File: src/rtl/rtc_pram_pkg.sv
package rtc_pram_pkg;
  localparam int ADDR_W    = 8;
  localparam int RAM_DEPTH = 1 << ADDR_W;
  localparam int SEC_N     = 4;
  localparam int RES_W     = 9;

  localparam logic [RES_W-1:0] RES_PEND = 9'h100;
  localparam logic [RES_W-1:0] RES_DONE = 9'h101;

  typedef enum logic [1:0] {PH_CMD, PH_SB_RD, PH_SB_WR, PH_WDATA} phase_e;
  typedef enum logic [1:0] {TG_RAM, TG_SEC, TG_WP, TG_TST} tgt_e;

  typedef struct packed {
    tgt_e              tgt;
    logic [ADDR_W-1:0] addr;
    logic              ext;
    logic              bad;
  } dec_t;
endpackage

File: src/rtl/rtc_cmd_decode.sv
module rtc_cmd_decode
  import rtc_pram_pkg::*;
(
  input  logic [7:0] cmd_i,
  output dec_t       dec_o
);
  always_comb begin
    dec_o      = '0;
    dec_o.tgt  = TG_RAM;
    unique casez (cmd_i[6:4])
      3'b000: begin
        dec_o.tgt  = TG_SEC;
        dec_o.addr = ADDR_W'(cmd_i[3:2]);
      end
      3'b001: dec_o.bad = 1'b1;
      3'b010: dec_o.addr = ADDR_W'(8'h10) | ADDR_W'(cmd_i[3:2]);
      3'b011: begin
        if (cmd_i[3]) begin
          dec_o.ext  = 1'b1;
          dec_o.addr = {cmd_i[2:0], 5'b0};
        end else begin
          dec_o.tgt = cmd_i[2] ? TG_WP : TG_TST;
        end
      end
      default: dec_o.addr = ADDR_W'(cmd_i[5:2]);
    endcase
  end
endmodule

File: src/rtl/rtc_pram_store.sv
module rtc_pram_store
  import rtc_pram_pkg::*;
#(
  parameter int DEPTH = RAM_DEPTH,
  parameter int NSEC  = SEC_N
) (
  input  logic              clk_i,
  input  logic              rst_ni,
  input  logic              we_i,
  input  tgt_e              wr_tgt_i,
  input  logic [ADDR_W-1:0] wr_addr_i,
  input  logic [7:0]        wr_data_i,
  input  tgt_e              rd_tgt_i,
  input  logic [ADDR_W-1:0] rd_addr_i,
  output logic [7:0]        rd_data_o
);
  localparam int SW = (NSEC > 1) ? $clog2(NSEC) : 1;

  logic [7:0] ram_q [DEPTH];
  logic [7:0] sec_q [NSEC];
  logic [7:0] wp_q;
  logic       wr_ok;

  // write-protect register bypasses its own gate
  assign wr_ok = we_i && !wp_q[7];

  always_ff @(posedge clk_i or negedge rst_ni) begin
    if (!rst_ni) begin
      wp_q <= '0;
    end else if (we_i && wr_tgt_i == TG_WP) begin
      wp_q <= wr_data_i;
    end
  end

  always_ff @(posedge clk_i or negedge rst_ni) begin
    if (!rst_ni) begin
      for (int i = 0; i < DEPTH; i++) ram_q[i] <= '0;
    end else if (wr_ok && wr_tgt_i == TG_RAM) begin
      ram_q[wr_addr_i] <= wr_data_i;
    end
  end

  always_ff @(posedge clk_i or negedge rst_ni) begin
    if (!rst_ni) begin
      for (int i = 0; i < NSEC; i++) sec_q[i] <= '0;
    end else if (wr_ok && wr_tgt_i == TG_SEC) begin
      sec_q[wr_addr_i[SW-1:0]] <= wr_data_i;
    end
  end

  always_comb begin
    unique case (rd_tgt_i)
      TG_SEC:  rd_data_o = sec_q[rd_addr_i[SW-1:0]];
      TG_RAM:  rd_data_o = ram_q[rd_addr_i];
      default: rd_data_o = '0;
    endcase
  end


  wp_load_chk: assert property (@(posedge clk_i) disable iff (!rst_ni)
    (we_i && wr_tgt_i == TG_WP) |=> wp_q == $past(wr_data_i));


  wp_blocks_ram_chk: assert property (@(posedge clk_i) disable iff (!rst_ni)
    (we_i && wr_tgt_i == TG_RAM && wp_q[7]) |=> ram_q[$past(wr_addr_i)] == $past(ram_q[wr_addr_i]));
endmodule

File: src/rtl/rtc_pram_seq.sv
module rtc_pram_seq
  import rtc_pram_pkg::*;
(
  input  logic             clk_i,
  input  logic             rst_ni,
  input  logic             in_valid_i,
  input  logic [7:0]       in_byte_i,
  output logic             out_valid_o,
  output logic [RES_W-1:0] out_result_o
);
  phase_e            phase_q, phase_d;
  tgt_e              tgt_q, tgt_d;
  logic [ADDR_W-1:0] addr_q, addr_d;
  logic [RES_W-1:0]  res_q, res_d;
  logic              vld_q;

  dec_t              dec;
  logic              sb_bad;
  logic [ADDR_W-1:0] sb_addr;
  logic              we;
  tgt_e              rd_tgt;
  logic [ADDR_W-1:0] rd_addr;
  logic [7:0]        rd_data;

  rtc_cmd_decode u_dec (.cmd_i(in_byte_i), .dec_o(dec));

  assign sb_bad  = in_byte_i[7] | in_byte_i[1] | in_byte_i[0];
  assign sb_addr = {addr_q[7:5], in_byte_i[6:2]};

  always_comb begin
    phase_d = phase_q;
    tgt_d   = tgt_q;
    addr_d  = addr_q;
    res_d   = RES_PEND;
    we      = 1'b0;
    rd_tgt  = dec.tgt;
    rd_addr = dec.addr;
    unique case (phase_q)
      PH_CMD: begin
        if (dec.bad) begin
          res_d = RES_DONE;
        end else if (dec.ext) begin
          addr_d  = dec.addr;
          tgt_d   = TG_RAM;
          phase_d = in_byte_i[7] ? PH_SB_RD : PH_SB_WR;
        end else if (in_byte_i[7]) begin
          res_d = (dec.tgt == TG_WP || dec.tgt == TG_TST) ? RES_DONE : {1'b0, rd_data};
        end else begin
          tgt_d   = dec.tgt;
          addr_d  = dec.addr;
          phase_d = PH_WDATA;
        end
      end
      PH_SB_RD, PH_SB_WR: begin
        rd_tgt  = TG_RAM;
        rd_addr = sb_addr;
        if (sb_bad) begin
          res_d   = RES_DONE;
          phase_d = PH_CMD;
        end else if (phase_q == PH_SB_RD) begin
          res_d   = {1'b0, rd_data};
          phase_d = PH_CMD;
        end else begin
          addr_d  = sb_addr;
          phase_d = PH_WDATA;
        end
      end
      default: begin
        we      = in_valid_i;
        res_d   = RES_DONE;
        phase_d = PH_CMD;
      end
    endcase
  end

  rtc_pram_store u_store (
    .clk_i     (clk_i),
    .rst_ni    (rst_ni),
    .we_i      (we),
    .wr_tgt_i  (tgt_q),
    .wr_addr_i (addr_q),
    .wr_data_i (in_byte_i),
    .rd_tgt_i  (rd_tgt),
    .rd_addr_i (rd_addr),
    .rd_data_o (rd_data)
  );

  always_ff @(posedge clk_i or negedge rst_ni) begin
    if (!rst_ni) begin
      phase_q <= PH_CMD;
      tgt_q   <= TG_RAM;
      addr_q  <= '0;
      res_q   <= RES_PEND;
      vld_q   <= 1'b0;
    end else begin
      vld_q <= in_valid_i;
      if (in_valid_i) begin
        phase_q <= phase_d;
        tgt_q   <= tgt_d;
        addr_q  <= addr_d;
        res_q   <= res_d;
      end
    end
  end

  assign out_valid_o  = vld_q;
  assign out_result_o = res_q;


  strobe_follows_chk: assert property (@(posedge clk_i) disable iff (!rst_ni)
    in_valid_i |=> out_valid_o);


  no_spurious_strobe_chk: assert property (@(posedge clk_i) disable iff (!rst_ni)
    !in_valid_i |=> !out_valid_o);


  phase_hold_chk: assert property (@(posedge clk_i) disable iff (!rst_ni)
    !in_valid_i |=> $stable(phase_q));


  data_ends_chk: assert property (@(posedge clk_i) disable iff (!rst_ni)
    (in_valid_i && phase_q == PH_WDATA) |=> (out_result_o == RES_DONE && phase_q == PH_CMD));


  sb_abort_chk: assert property (@(posedge clk_i) disable iff (!rst_ni)
    (in_valid_i && (phase_q == PH_SB_RD || phase_q == PH_SB_WR) && sb_bad)
      |=> (out_result_o == RES_DONE && phase_q == PH_CMD));


  ctl_read_chk: assert property (@(posedge clk_i) disable iff (!rst_ni)
    (in_valid_i && phase_q == PH_CMD && in_byte_i[7] && in_byte_i[6:3] == 4'b0110)
      |=> out_result_o == RES_DONE);


  unrec_chk: assert property (@(posedge clk_i) disable iff (!rst_ni)
    (in_valid_i && phase_q == PH_CMD && in_byte_i[6:4] == 3'b001)
      |=> (out_result_o == RES_DONE && phase_q == PH_CMD));
endmodule

File: config.mk
export PLATFORM = sky130hd
export DESIGN_NAME = rtc_pram_seq
export DESIGN_NICKNAME = d
export VERILOG_FILES = /design/src/rtl/rtc_pram_pkg.sv /design/src/rtl/rtc_cmd_decode.sv /design/src/rtl/rtc_pram_store.sv /design/src/rtl/rtc_pram_seq.sv
export SDC_FILE = /design/constraint.sdc
export NUM_CORES = 2
export LEC_CHECK = 0
export ABC_AREA = 0
export ABC_CLOCK_PERIOD_IN_PS = 2800
export BUFFER_PORTS_ARGS = -buffer_cell sky130_fd_sc_hd__buf_2
export CAP_MARGIN = 25
export CORE_AREA = 4 4 649 458
export DETAILED_ROUTE_END_ITERATION = 7
export DIE_AREA = 0 0 653 462
export PLACE_DENSITY_LB_ADDON = 0.15
export SLEW_MARGIN = 40
export SYNTH_ARGS = -nofsm -noshare
export SYNTH_HDL_FRONTEND = slang
export SYNTH_SLANG_ARGS = --single-unit
File: constraint.sdc
create_clock -name clk_i -period 2.8 [get_ports clk_i]
set_input_delay 0.56 -clock clk_i [delete_from_list [all_inputs] [get_ports clk_i]]
set_output_delay 0.56 -clock clk_i [all_outputs]
set_load 0.005 [all_outputs]
==> impl_results.md <==
- Status: finished with violations
- Min Tclk post-route: 3.606 ns
- Number of I/O pins: 21
- Synth Flop Type: dfrtp_1
- Layout cell share with drive strength beyond 1: 0.3312
- P_int: about 58 mW
- Peak VDD IR: 0.0005375 V
- PD cells: 713.5 nW/µm²
- Final Worst Setup Slack: -0.8060 ns
- Count leader, synth: dfrtp_1
- Leak: 57.13 nW
- Worst Setup SP: phase_q[0]$_DFFE_PN0P_
- Syn Inst Count: around 9,100
- Drt drc: 0
- Slew HR: 0.2987
- Multi-input logic area: 43,960 µm²
- FF-to-FF End: out_result_o[2]$_DFFE_PN0P_
- Seq/Total Area, Yosys: 0.5333
- Clk_lat worst skew: 0.90 ns
- Count of cell types in the netlist: 85
- Reg2reg start: phase_q[0]$_DFFE_PN0P_
- Critical setup path kind: reg2reg
- Number of synthesized flops with an enable pin: 0
- Clock transition at the registers of the reported paths: 0.07 ns
- Seq cells post-synth: 2,103
- Cell taking the most area after synthesis: dfrtp_1
- CP Launch Type: flop
- Die H: 462 µm
- Period Utilization, post-route: 1.288
- Vias: 79,160
- Top-area cell type share of the netlist area: 0.5331
- Overall Global Routing Usage: 0.2648
- Initial DRC count: 8,441
- Placed inst area: 112,900 µm²
- Net Sw Frac: 0.3410
- Setup violators final: between 50 and 60
- Post-synthesis instance area: 98,680 µm²
- CP Capture Point: out_result_o[2]$_DFFE_PN0P_
- Synth warn: 0
- Largest net degree at the start of global routing: 137
- Area delta synth->final: 25.10%
- Htree depth: 4
- CP Capture Type: flop
- Register cell area after layout: 52,630 µm²
- Detailed Route WL: 409.8 mm
- RSZ-0062 raised after global routing: yes
- Max_cap viols: 0
- Clock skew: 0.04148 ns
- Initial antenna violation count: 29
- Vias per inst: around 5.7
- Post-Syn Nets: between 9,000 and 10,000
- Layout filler cell count: 27,490
- Hold Crit Class: in2reg
- Vias in the first global route: approximately 77,000
- CP Data Required Time: between 3 and 4 ns
- Violated checks: negative setup slack
- Mean Syn Cell Area: ~11 µm²
- Design area: approximately 120,000 µm²
- Hold WS: 0.1047 ns
- Post-DP HPWL: about 280 mm
- Seq pwr share: 0.368
- First-pass GRT wire length: 584.6 mm
- Clock power frac: 0.345
- Worst R2R Setup Slack: -0.81 ns
- Num CTS Buffers: 217
- CTS sink cnt: 2,103
- FMAX: around 0.28 GHz
- Post-route ant nets: 0
- Layout Cells excl Fill: 13,960
- Placed cells: 13,460
- Port bufs: 20
- Sw Pwr: 30.03 mW
- Clock buffer depth: 4
- Combinational Power Share: 0.287
- Dpl ws: -1.339 ns
- Pins Over Slew Limit: 0
- Placer Congestion: 0.9078
- CTS tree: built
- Most frequent cells after synthesis: 2,102 x dfrtp_1, 1,537 x nand2_1, 1,242 x mux2_2
- Share of async-settable or async-resettable flops after synthesis: 1.000
- Die width: between 600 and 700 µm
- Grt total ovfl: 0
- CP max FO: 7
- Core Area: 291,000 µm²
- Worst Path Arrival: 4.36 ns
- FF-to-FF path depth: 15
- Fin nets: 9,931
- Worst slew pin tran: between 1 and 1.5 ns
- Pre-Repair DR Iteration Count: 8
- Synth area leaders: dfrtp_1 53%, mux2_2 14%, o21ai_0 6.2%
- Routed WL per cell: 29.36 µm
- Initial core utilization: 0.3391
- Total die area: 301,700 µm²
- Site Rows: between 150 and 200
- Root Driver: clkbuf_16
- Final Hold Vio Count: 0
==> routing by layer <==
| metal | wire [µm] | up-vias | part of all wire | global-route usage |
|---|---|---|---|---|
| met3 | 35710 | 624 | 0.087 | 0.06274 |
| met5 | 193 | - | 0.00047 | 0.002214 |
| met4 | 13250 | 18 | 0.032 | 0.07529 |
| met1 | 192600 | 41020 | 0.47 | 0.4005 |
| met2 | 168000 | 3122 | 0.41 | 0.3724 |
| li1 | - | 34370 | - | - |
==> power groups by stage <==
stage	registers (mW)	logic [mW]	clock network (mW)
global placement	32.9	22.4	0
detailed placement	32.9	22.4	0
CTS	32.3	24.2	30.9
finish	32.4	25.3	30.4
floorplan	32.5	8.49	0
global route	32.5	26.0	32.2
==> state kept, by name (all words and copies together), names as in the netlist <==
signal / flops
out_valid_o: 1
addr_q: 8
phase_q: 2
tgt_q: 2
u_store.ram_q: 2048
u_store.sec_q: 32
out_result_o: 9
u_store.wp_q: 1
==> through the flow <==
step	utilization	power (mW)	setup TNS, ns
floorplan	-	40.99	0
global placement	0.3876	55.21	-46.88
detailed placement	0.3879	55.33	-58.08
CTS	0.4193	87.49	-5.300
global route	0.4242	90.67	-23.13
finish	0.4242	88.08	-7.327
==> worst min path at each step <==
stage                                    startpoint                         endpoint  slack, ns  depth (start not counted)
floorplan                                    rst_ni            addr_q[0]$_DFFE_PN0P_       0.26                          0
global placement    u_store.ram_q[2013]$_DFFE_PN0P_  u_store.ram_q[2013]$_DFFE_PN0P_       0.45                          2
detailed placement  u_store.ram_q[1772]$_DFFE_PN0P_  u_store.ram_q[1772]$_DFFE_PN0P_       0.46                          2
CTS                                    in_byte_i[6]             tgt_q[0]$_DFFE_PN0P_       0.06                          3
global route                           in_byte_i[6]             tgt_q[0]$_DFFE_PN0P_       0.09                          3
finish                                 in_byte_i[6]             tgt_q[0]$_DFFE_PN0P_       0.10                          3
==> cell families after synthesis <==
kind of cell,after synthesis,synth area share
AND/OR/NAND/NOR,2038,0.08424
flip-flops,2103,0.5333
multiplexers,1723,0.1956
AO/OA/AOI/OAI,2350,0.1471
buffers and inverters,884,0.03896
XOR/XNOR,1,0.00008877
adder cells (fa/ha/maj),5,0.0006340
==> area by class of cell <==
cell class / count / area share
Inverter: 19 / 0.0008210
Clock inverter: 50 / 0.005139
Clock buffer: 335 / 0.05360
Timing Repair Buffer: 1456 / 0.1187
Multi-Input combinational cell: 6118 / 0.3561
Tap cell: 3864 / 0.03916
Antenna cell: 10 / 0.0002027
Sequential cell: 2103 / 0.4263
==> layout by cell type (no fill, tap or decap), types with 23 or more instances in the layout <==
master     count
dfrtp_1     2102
nand2_1     1500
mux2_2      1240
o21ai_0     1195
buf_4       1076
mux2i_1      440
clkbuf_16    224
buf_12       221
a21oi_1      189
a211oi_1     186
nor2_1       172
a221oi_1     130
o22ai_1      109
nor2b_1       83
buf_6         80
clkbuf_8      70
o211ai_1      58
nor3_1        48
a311oi_1      47
clkbuf_1      46
nand3_1       45
mux4_2        40
a31oi_1       31
clkinv_2      31
nor2_2        27
buf_2         27
nand2b_1      25
a22oi_1       25
a211oi_2      25
o221ai_1      24
a221o_1       23
buf_8         23
==> worst max-delay path: stages, from the launching register on <==
cell	delay (ns)
dfrtp_1	0.40
inv_2	0.09
ha_4	0.22
buf_6	0.12
o21a_4	0.26
buf_12	0.17
buf_12	0.12
buf_12	0.12
mux2_4	0.29
a222oi_1	0.43
nor2_1	0.12
nor4_2	0.37
nor4_1	0.11
buf_4	0.21
o32ai_4	0.23
o311ai_1	0.16
==> repair_timing <==
item	in CTS	in global routing
pin swaps	67	44
buffers inserted	48	28
resized for setup	230	233
cloned	12	22
hold buffers	3	0
endpoints found under the hold margin	76	0
endpoints found under the setup margin	793	363
Power figures use the tool's default switching activity.
